## config.mk

```make
export PLATFORM = sky130hd
export DESIGN_NAME = pwm_dbuf_chan
export DESIGN_NICKNAME = d
export VERILOG_FILES = /design/src/rtl/pwm_dbuf_pkg.sv /design/src/rtl/pwm_cmp_stage.sv /design/src/rtl/pwm_out_stage.sv /design/src/rtl/pwm_dbuf_chan.sv
export SDC_FILE = /design/constraint.sdc
export NUM_CORES = 1
export LEC_CHECK = 0
export BUFFER_PORTS_ARGS = -buffer_cell sky130_fd_sc_hd__buf_2
export CORE_MARGIN = 10
export CORE_UTILIZATION = 45
export DETAILED_ROUTE_END_ITERATION = 16
export RECOVER_POWER = 100
export SETUP_SLACK_MARGIN = 0.1
export SLEW_MARGIN = 25
export SYNTH_ARGS = -nofsm -noshare
export SYNTH_HDL_FRONTEND = slang
export SYNTH_SLANG_ARGS = --single-unit
```

## constraint.sdc

```tcl
create_clock -name clk -period 2.2 [get_ports clk]
set_input_delay 0.11 -clock clk [delete_from_list [all_inputs] [get_ports clk]]
set_output_delay 0.11 -clock clk [all_outputs]
set_load 0.02 [all_outputs]
```

## src/rtl/pwm_dbuf_pkg.sv

```systemverilog
package pwm_dbuf_pkg;
  localparam int unsigned MODE_W = 7;
  localparam logic [4:0] CHAN_SIG = 5'b01000;

  typedef enum logic {
    XFER_EVERY_CYCLE = 1'b0,
    XFER_AT_LEAD     = 1'b1
  } xfer_rule_e;

  typedef enum logic {
    FLAG_TRAIL_ONLY = 1'b0,
    FLAG_ANY_EDGE   = 1'b1
  } flag_rule_e;

  typedef struct packed {
    logic       on;
    xfer_rule_e xfer;
    flag_rule_e frule;
  } mode_dec_t;

  function automatic mode_dec_t decode_mode(input logic [MODE_W-1:0] m);
    mode_dec_t d;
    d.on    = (m[MODE_W-1:2] == CHAN_SIG);
    d.xfer  = xfer_rule_e'(m[0]);
    d.frule = flag_rule_e'(m[1]);
    return d;
  endfunction
endpackage

```

## src/rtl/pwm_cmp_stage.sv

```systemverilog
module pwm_cmp_stage #(
  parameter int unsigned W = 24
) (
  input  logic         clk,
  input  logic         rst_n,
  input  logic         buf_we,
  input  logic [W-1:0] buf_wd,
  input  logic         xfer,
  input  logic [W-1:0] cnt,
  output logic [W-1:0] act_q,
  output logic         hit
);
  logic [W-1:0] buf_q, buf_d, act_d;

  always_comb begin
    buf_d = buf_q;
    if (buf_we) buf_d = buf_wd;
  end

  always_comb begin
    act_d = act_q;
    if (xfer) act_d = buf_q;
  end

  always_ff @(posedge clk or negedge rst_n) begin
    if (!rst_n) begin
      buf_q <= '0;
      act_q <= '0;
    end else begin
      if (buf_we) buf_q <= buf_d;
      if (xfer)   act_q <= act_d;
    end
  end

  assign hit = (cnt == act_q);
endmodule

```

## src/rtl/pwm_out_stage.sv

```systemverilog
module pwm_out_stage (
  input  logic clk,
  input  logic rst_n,
  input  logic on,
  input  logic lead_hit,
  input  logic trail_hit,
  input  logic any_edge_flag,
  input  logic flag_clr,
  input  logic edge_pol,
  output logic pwm_out,
  output logic flag
);
  logic act_q, act_d, act_en;
  logic flg_q, flg_d, flg_set, flg_en;

  always_comb begin
    act_en = on && (lead_hit || trail_hit);
    act_d  = act_q;
    if (trail_hit)     act_d = 1'b0;
    else if (lead_hit) act_d = 1'b1;
  end

  always_comb begin
    flg_set = on && (trail_hit || (any_edge_flag && lead_hit));
    flg_en  = flg_set || flag_clr;
    flg_d   = flg_set ? 1'b1 : 1'b0;
  end

  always_ff @(posedge clk or negedge rst_n) begin
    if (!rst_n) begin
      act_q <= 1'b0;
      flg_q <= 1'b0;
    end else begin
      if (act_en) act_q <= act_d;
      if (flg_en) flg_q <= flg_d;
    end
  end

  assign pwm_out = act_q ^ edge_pol;
  assign flag    = flg_q;
endmodule

```

## src/rtl/pwm_dbuf_chan.sv

```systemverilog
module pwm_dbuf_chan
  import pwm_dbuf_pkg::*;
#(
  parameter int unsigned CNT_W = 24
) (
  input  logic              clk,
  input  logic              rst_n,
  input  logic [CNT_W-1:0]  cnt_bus,
  input  logic              wr_en,
  input  logic              wr_sel,
  input  logic [CNT_W-1:0]  wr_data,
  input  logic              upd_en,
  input  logic [MODE_W-1:0] mode,
  input  logic              edge_pol,
  input  logic              flag_clr,
  output logic              pwm_out,
  output logic              flag
);
  localparam int unsigned N_CMP = 2;

  mode_dec_t        md;
  logic [N_CMP-1:0] hit_v;
  logic [CNT_W-1:0] act_v [N_CMP];
  logic             xfer;
  logic [CNT_W-1:0] lead_act, trail_act;

  assign md = decode_mode(mode);

  always_comb begin
    xfer = 1'b0;
    if (md.on && upd_en) begin
      if (md.xfer == XFER_EVERY_CYCLE) xfer = 1'b1;
      else                             xfer = hit_v[0];
    end
  end

  for (genvar g = 0; g < N_CMP; g++) begin : g_cmp
    pwm_cmp_stage #(.W(CNT_W)) cmp_i (
      .clk    (clk),
      .rst_n  (rst_n),
      .buf_we (wr_en && (wr_sel == 1'(g))),
      .buf_wd (wr_data),
      .xfer   (xfer),
      .cnt    (cnt_bus),
      .act_q  (act_v[g]),
      .hit    (hit_v[g])
    );
  end

  assign lead_act  = act_v[0];
  assign trail_act = act_v[1];

  pwm_out_stage out_i (
    .clk           (clk),
    .rst_n         (rst_n),
    .on            (md.on),
    .lead_hit      (hit_v[0]),
    .trail_hit     (hit_v[1]),
    .any_edge_flag (md.frule == FLAG_ANY_EDGE),
    .flag_clr      (flag_clr),
    .edge_pol      (edge_pol),
    .pwm_out       (pwm_out),
    .flag          (flag)
  );
endmodule

```

# ---- Word level (Yosys, flattened, before mapping)
# Cells that the tools add are included.
dict set report word_totals {
  input_bits 62
  output_inout_bits 2
  reg_bits 98
  elab_cells 27
}
dict set report classes {
  muxes 5
  eq_ne 3
  reduce_logical 11
  bitwise_logic 2
}
# op count
set ops {}
lappend ops {{$eq A24 B24 Y1} 2}
lappend ops {{$logic_and A1 B1 Y1} 6}
lappend ops {{$eq A5 B4 Y1 const B} 1}
lappend ops {{$mux W1} 5}
lappend ops {{$logic_or A1 B1 Y1} 3}
lappend ops {{$reduce_and A2 Y1} 1}
lappend ops {{$reduce_bool A2 Y1} 1}
lappend ops {{$not A1 Y1} 1}
lappend ops {{$xor A1 B1 Y1} 1}

# ---- Longest topological paths before layout
dict set report depth {
  ltp_word 5
  mapped_depth 7
  depth_no_buf 5
}

# ---- Cells and area by module
# From an unflattened synthesis, not the netlist that was laid out.
dict set report unflattened {
  cells_unflattened 284
  hier_area_um2 4220.3
}
# mod area_each_um2 seq_area_each_um2 instances cells_each
set by_module_without_submodules {}
lappend by_module_without_submodules {pwm_cmp_stage 2040.7 1201.2 2 134}
lappend by_module_without_submodules {pwm_out_stage 87.6 50.0 1 9}
lappend by_module_without_submodules {pwm_dbuf_chan 51.3 0.0 1 7}

# ---- Worst setup path before layout
# OpenSTA, ideal clock, no wires.
dict set report synth_timing {
  kind {reg2reg}
  start {reg g_cmp[0].cmp_i.act_q[1]}
  end {reg g_cmp[0].cmp_i.act_q[13]}
  required_time_ns 2.069
  setup_ns 0.131
  arrival_time_ns 1.669
  n_path_buf 2
  path_stages_with_launch 8
  setup_slack_ns 0.400
  synth_period_minus_slack_ns 1.800
  cell_sequence {dfrtp_1 xor2_1 nor4_1 nand2_1 clkbuf_1 clkbuf_1 a221oi_1 nand3_1}
}
dict set report synth_between {
  elab_chain_cells 3
}
# element line_no
set synth_lines {}
lappend synth_lines {{from (decl)} pwm_cmp_stage.sv:10} ;# output logic [W-1:0] act_q,
lappend synth_lines {{from (signal assigned)} pwm_cmp_stage.sv:31} ;# if (xfer) act_q <= act_d;
lappend synth_lines {{$eq A24 B24 Y1} pwm_cmp_stage.sv:35} ;# assign hit = (cnt == act_q);
lappend synth_lines {{$mux W1} pwm_dbuf_chan.sv:32} ;# if (md.xfer == XFER_EVERY_CYCLE) xfer = 1'b1;
lappend synth_lines {{$mux W1} pwm_dbuf_chan.sv:31} ;# if (md.on && upd_en) begin
# Every way passes these cells.
# A chain may end at the register's enable or synchronous reset.

# ---- Final worst setup path
dict set report layout_timing {
  start {reg g_cmp[0].cmp_i.act_q[2]}
  end {reg g_cmp[0].cmp_i.act_q[6]}
}
# The elaborated chain is that of the path after synthesis.

==> impl_metrics.xml <==
<?xml version="1.0" encoding="UTF-8"?>
<metrics>
  <group name="worst_setup_path">
    <metric name="crit-reg2reg-capture" unit="">g_cmp[0].cmp_i.act_q[6]$_DFFE_PN0P_</metric>
    <metric name="critical_path_class" unit="">reg -&gt; reg</metric>
    <metric name="critPathLaunchType" unit="">flip-flop</metric>
    <metric name="timing.critical_path.max_delay_family" unit="">simple AND/OR/NAND/NOR gates</metric>
    <metric name="endpoint_kind" unit="">flip-flop</metric>
    <metric name="r2r_cells" unit="">7</metric>
    <metric name="worstPathMaxFanout" unit="">9</metric>
    <metric name="critPathBufInv" unit="">2</metric>
    <metric name="cp.arrival" unit="ns">2.36</metric>
    <metric name="timing.critical_path.required" unit="ns">2.49</metric>
    <metric name="worst_setup_slack_for_register_to_register_paths" unit="ns">0.13</metric>
    <metric name="worstSetupStartpoint" unit="">g_cmp[0].cmp_i.act_q[2]$_DFFE_PN0P_</metric>
    <metric name="crit_slowest_cell" unit="">sky130_fd_sc_hd__or4_4</metric>
    <metric name="critPathMaxStageDelay" unit="ns">0.47</metric>
    <metric name="regToRegStartpoint" unit="">g_cmp[0].cmp_i.act_q[2]$_DFFE_PN0P_</metric>
    <metric name="crit_chain" unit="">xor2_1 -&gt; nor4_4 -&gt; nand4_1 -&gt; buf_6 -&gt; clkbuf_16 -&gt; or4_4 -&gt; nand3_1</metric>
  </group>
  <group name="sta">
    <metric name="max-slew-margin-rel" unit="">-0.155</metric>
    <metric name="final_max_slew_viol_count" unit="">55</metric>
    <metric name="worst_clock_skew" unit="ns">0.00886</metric>
    <metric name="unrepaired_setup_endpoints_after_global_routing" unit="">false</metric>
    <metric name="timing.final.hold_violations" unit="">0</metric>
    <metric name="setup_viol_count_final" unit="">0</metric>
    <metric name="max_clk_rate" unit="MHz">483</metric>
    <metric name="worst-slew-pin-transition" unit="ns">1.73</metric>
    <metric name="setup_tns" unit="ns">0</metric>
    <metric name="period_share" unit="">0.941</metric>
    <metric name="finalCriticalPeriod" unit="ns">2.07</metric>
  </group>
  <group name="synthesis">
    <metric name="synth_seq_cells" unit="">98</metric>
    <metric name="synth_cell_area" unit="sq mm">0.00569</metric>
    <metric name="ys.warnings.count" unit="">0</metric>
    <metric name="synth_edf_count" unit="">0</metric>
    <metric name="syn_inst" unit="">612</metric>
    <metric name="yosys.cell_count.top_type" unit="">sky130_fd_sc_hd__dfrtp_1</metric>
    <metric name="synthDominantAreaCellType" unit="">sky130_fd_sc_hd__dfrtp_1</metric>
    <metric name="synth_async_sr_flop_share" unit="">1.00</metric>
    <metric name="synth_top_area_share" unit="">0.431</metric>
    <metric name="synth.net_count" unit="">674</metric>
    <metric name="synth.avg_cell_area" unit="sq um">9.29</metric>
    <metric name="yosys-top-cells-count" unit="">sky130_fd_sc_hd__dfrtp_1, sky130_fd_sc_hd__nand2_1, sky130_fd_sc_hd__nand3_1, sky130_fd_sc_hd__nor3_1</metric>
    <metric name="postSynth.topFlopCell" unit="">sky130_fd_sc_hd__dfrtp_1</metric>
    <metric name="netlist-cell-type-count" unit="">22</metric>
    <metric name="cell_types_occupying_the_most_area_after_synthesis" unit="">sky130_fd_sc_hd__dfrtp_1, sky130_fd_sc_hd__mux2_2, sky130_fd_sc_hd__a221oi_1</metric>
    <metric name="part_of_the_yosys_area_used_for_sequential_elements" unit="">0.431</metric>
  </group>
  <group name="global_routing">
    <metric name="antenna_found_initial" unit="">0</metric>
    <metric name="global_route.usage.total" unit="">0.168</metric>
    <metric name="first_global_vias" unit="">4727</metric>
    <metric name="grt_overflow_total" unit="">0</metric>
    <metric name="grt_start_max_net_pins" unit="">97</metric>
    <metric name="grt_pass1_wl" unit="mm">24.3</metric>
  </group>
  <group name="die">
    <metric name="start_util" unit="">0.454</metric>
    <metric name="std_cell_rows" unit="">41</metric>
    <metric name="design.die.area" unit="sq mm">0.0175</metric>
    <metric name="ioPinCount" unit="">64</metric>
    <metric name="core_region_area" unit="sq mm">0.0125</metric>
    <metric name="width_of_the_die" unit="um">132</metric>
    <metric name="die_h" unit="um">132</metric>
  </group>
  <group name="finish">
    <metric name="layout.nets" unit="">736</metric>
    <metric name="antenna_cells" unit="">0</metric>
    <metric name="finish.instance_area" unit="sq mm">0.00685</metric>
    <metric name="ff_latch_area" unit="sq mm">0.00245</metric>
    <metric name="finalCoreUtilization" unit="">0.547</metric>
    <metric name="multi_input_area" unit="sq mm">0.00297</metric>
    <metric name="fin_cells" unit="">851</metric>
    <metric name="n_fill_cell" unit="">1193</metric>
    <metric name="layout-drive-gt1-share" unit="">0.228</metric>
    <metric name="area_growth_syn_to_layout" unit="%">20.4</metric>
  </group>
  <group name="route">
    <metric name="via_per_inst" unit="">5.74</metric>
    <metric name="drtPass1Iterations" unit="">5</metric>
    <metric name="drt_first_iter_violations" unit="">409</metric>
    <metric name="postRouteAntennaNets" unit="">0</metric>
    <metric name="num_vias" unit="">4887</metric>
    <metric name="post_drt_wl_per_cell" unit="um">18.5</metric>
    <metric name="drc" unit="">0</metric>
    <metric name="routed_wl" unit="mm">15.7</metric>
  </group>
  <group name="power_and_ir_drop">
    <metric name="p_leak" unit="nW">2.69</metric>
    <metric name="power_per_cell_area" unit="mW/mm^2">600</metric>
    <metric name="ir_drop" unit="V">0.000269</metric>
  </group>
  <group name="min_path">
    <metric name="hp-start" unit="">wr_data[19]</metric>
    <metric name="worstHoldPathType" unit="">in -&gt; reg</metric>
    <metric name="hold_path_depth" unit="">2</metric>
    <metric name="timing.hold.worst_endpoint" unit="">g_cmp[0].cmp_i.buf_q[19]$_DFFE_PN0P_</metric>
  </group>
  <group name="run_status">
    <metric name="failing_checks" unit="">capacitance limit, slew limit</metric>
    <metric name="outcome" unit="">finished with violations</metric>
  </group>
  <group name="placement">
    <metric name="detailed_place.area" unit="sq mm">0.00618</metric>
    <metric name="numPlacedInstances" unit="">807</metric>
    <metric name="gp_congestion" unit="">0.775</metric>
    <metric name="portBuffers" unit="">63</metric>
    <metric name="hpwl" unit="mm">9.69</metric>
  </group>
  <group name="job">
    <metric name="maxCapViolCount" unit="">2</metric>
  </group>
  <group name="clocking">
    <metric name="clk_root_buffer_cell" unit="">sky130_fd_sc_hd__clkbuf_16</metric>
    <metric name="clk_path_buf_depth" unit="">2</metric>
    <metric name="insertion_delay" unit="ns">0.35</metric>
    <metric name="cts.clk_slew.worst_paths" unit="ns">0.07</metric>
    <metric name="clock_sinks" unit="">98</metric>
    <metric name="tritoncts" unit="">built</metric>
    <metric name="cts_made_buffers" unit="">9</metric>
    <metric name="clock_tree.htree_level_count" unit="">3</metric>
  </group>
</metrics>
-- worst register-to-register path: cells and delay by family, from the launching register on --
family / cells / cell delay (ns)
DFF: 1 / 0.40
xor gates and xnor gates: 1 / 0.18
and+or+nand+nor: 4 / 1.07
buffers and inverters: 2 / 0.36
-- registers in the layout, summed over array words and instances, names as in the netlist --
name,count
g_cmp.cmp_i.act_q,48
g_cmp.cmp_i.buf_q,48
out_i.act_q,1
out_i.flag,1
-- worst max-delay path by stage --
| stage | endpoint | slack, ns | cells past startpoint |
|---|---|---|---|
| 2_1_floorplan | g_cmp[0].cmp_i.act_q[13]$_DFFE_PN0P_ | 0.40 | 7 |
| 3_3_place_gp | g_cmp[1].cmp_i.act_q[21]$_DFFE_PN0P_ | 0.07 | 6 |
| 3_5_place_dp | g_cmp[0].cmp_i.act_q[11]$_DFFE_PN0P_ | 0.03 | 6 |
| 4_1_cts | g_cmp[0].cmp_i.act_q[11]$_DFFE_PN0P_ | 0.1 | 6 |
| 5_1_grt | g_cmp[0].cmp_i.act_q[6]$_DFFE_PN0P_ | 0.06 | 7 |
| 6_report | g_cmp[0].cmp_i.act_q[6]$_DFFE_PN0P_ | 0.13 | 7 |
-- report_power, final --
| part | switching [mW] | internal [mW] |
|---|---|---|
| Clock | 0.677 | 0.858 |
| Combinational | 0.312 | 0.258 |
| Sequential | 0.0701 | 1.93 |
| Total | 1.06 | 3.05 |
-- area by class of cell --
class	instances	area share
Timing Repair Buffer	101	0.109
Inverter	48	0.0263
Multi-Input combinational cell	416	0.434
Tap cell	172	0.0314
Clock buffer	14	0.0400
Clock inverter	2	0.00146
Sequential cell	98	0.358
-- through the flow --
stage               hold slack (ns)  power (mW)  setup slack, ns
global placement              0.166        2.55           0.0678
CTS                        0.000761        4.15           0.0967
global route                 0.0111        4.31           0.0560
detailed placement            0.173        2.58           0.0274
floorplan                    -0.186        2.34            0.400
finish                      0.00598        4.11            0.130
-- cell usage in the layout (no fill, tap or decap), drive strengths merged, types with 19 or more instances in the layout --
cell type	netlist	layout
buf	2	72
a221oi	48	48
inv	48	48
clkbuf	48	24
xor2	45	45
nor3	49	49
dfrtp	98	98
dlygate4sd3	0	19
or4	48	48
and2	48	48
nand2	56	56
nand3	49	49
mux2	43	43
-- cell families (layout without fill, tap and decap cells) --
logic type                Yosys count  after routing  share of synthesized area
AOI/OAI and AO/OA                  55             55                     0.0816
muxes                              43             43                     0.0851
xor gates and xnor gates           49             49                     0.0755
and+or+nand+nor                   269            269                      0.262
DFF                                98             98                      0.431
buffers and inverters              98            165                     0.0647
-- layer usage --
metal,routed length [um],up-vias,GRT usage,share of wire
met5,0,-,0,0
met4,225,0,0.0593,0.014
met3,667,15,0.0276,0.042
met2,7560,140,0.267,0.48
met1,7270,2411,0.226,0.46
li1,-,2321,-,-
-- repair_timing --
action                     CTS  global route
pin swaps                    0            11
hold endpoints to repair    68             0
setup buffers                0             5
cloned                       0             4
setup endpoints to repair   50            50
resized for setup            2            35
hold buffers                19             0
Note: power is estimated with default switching activity, not from simulation.
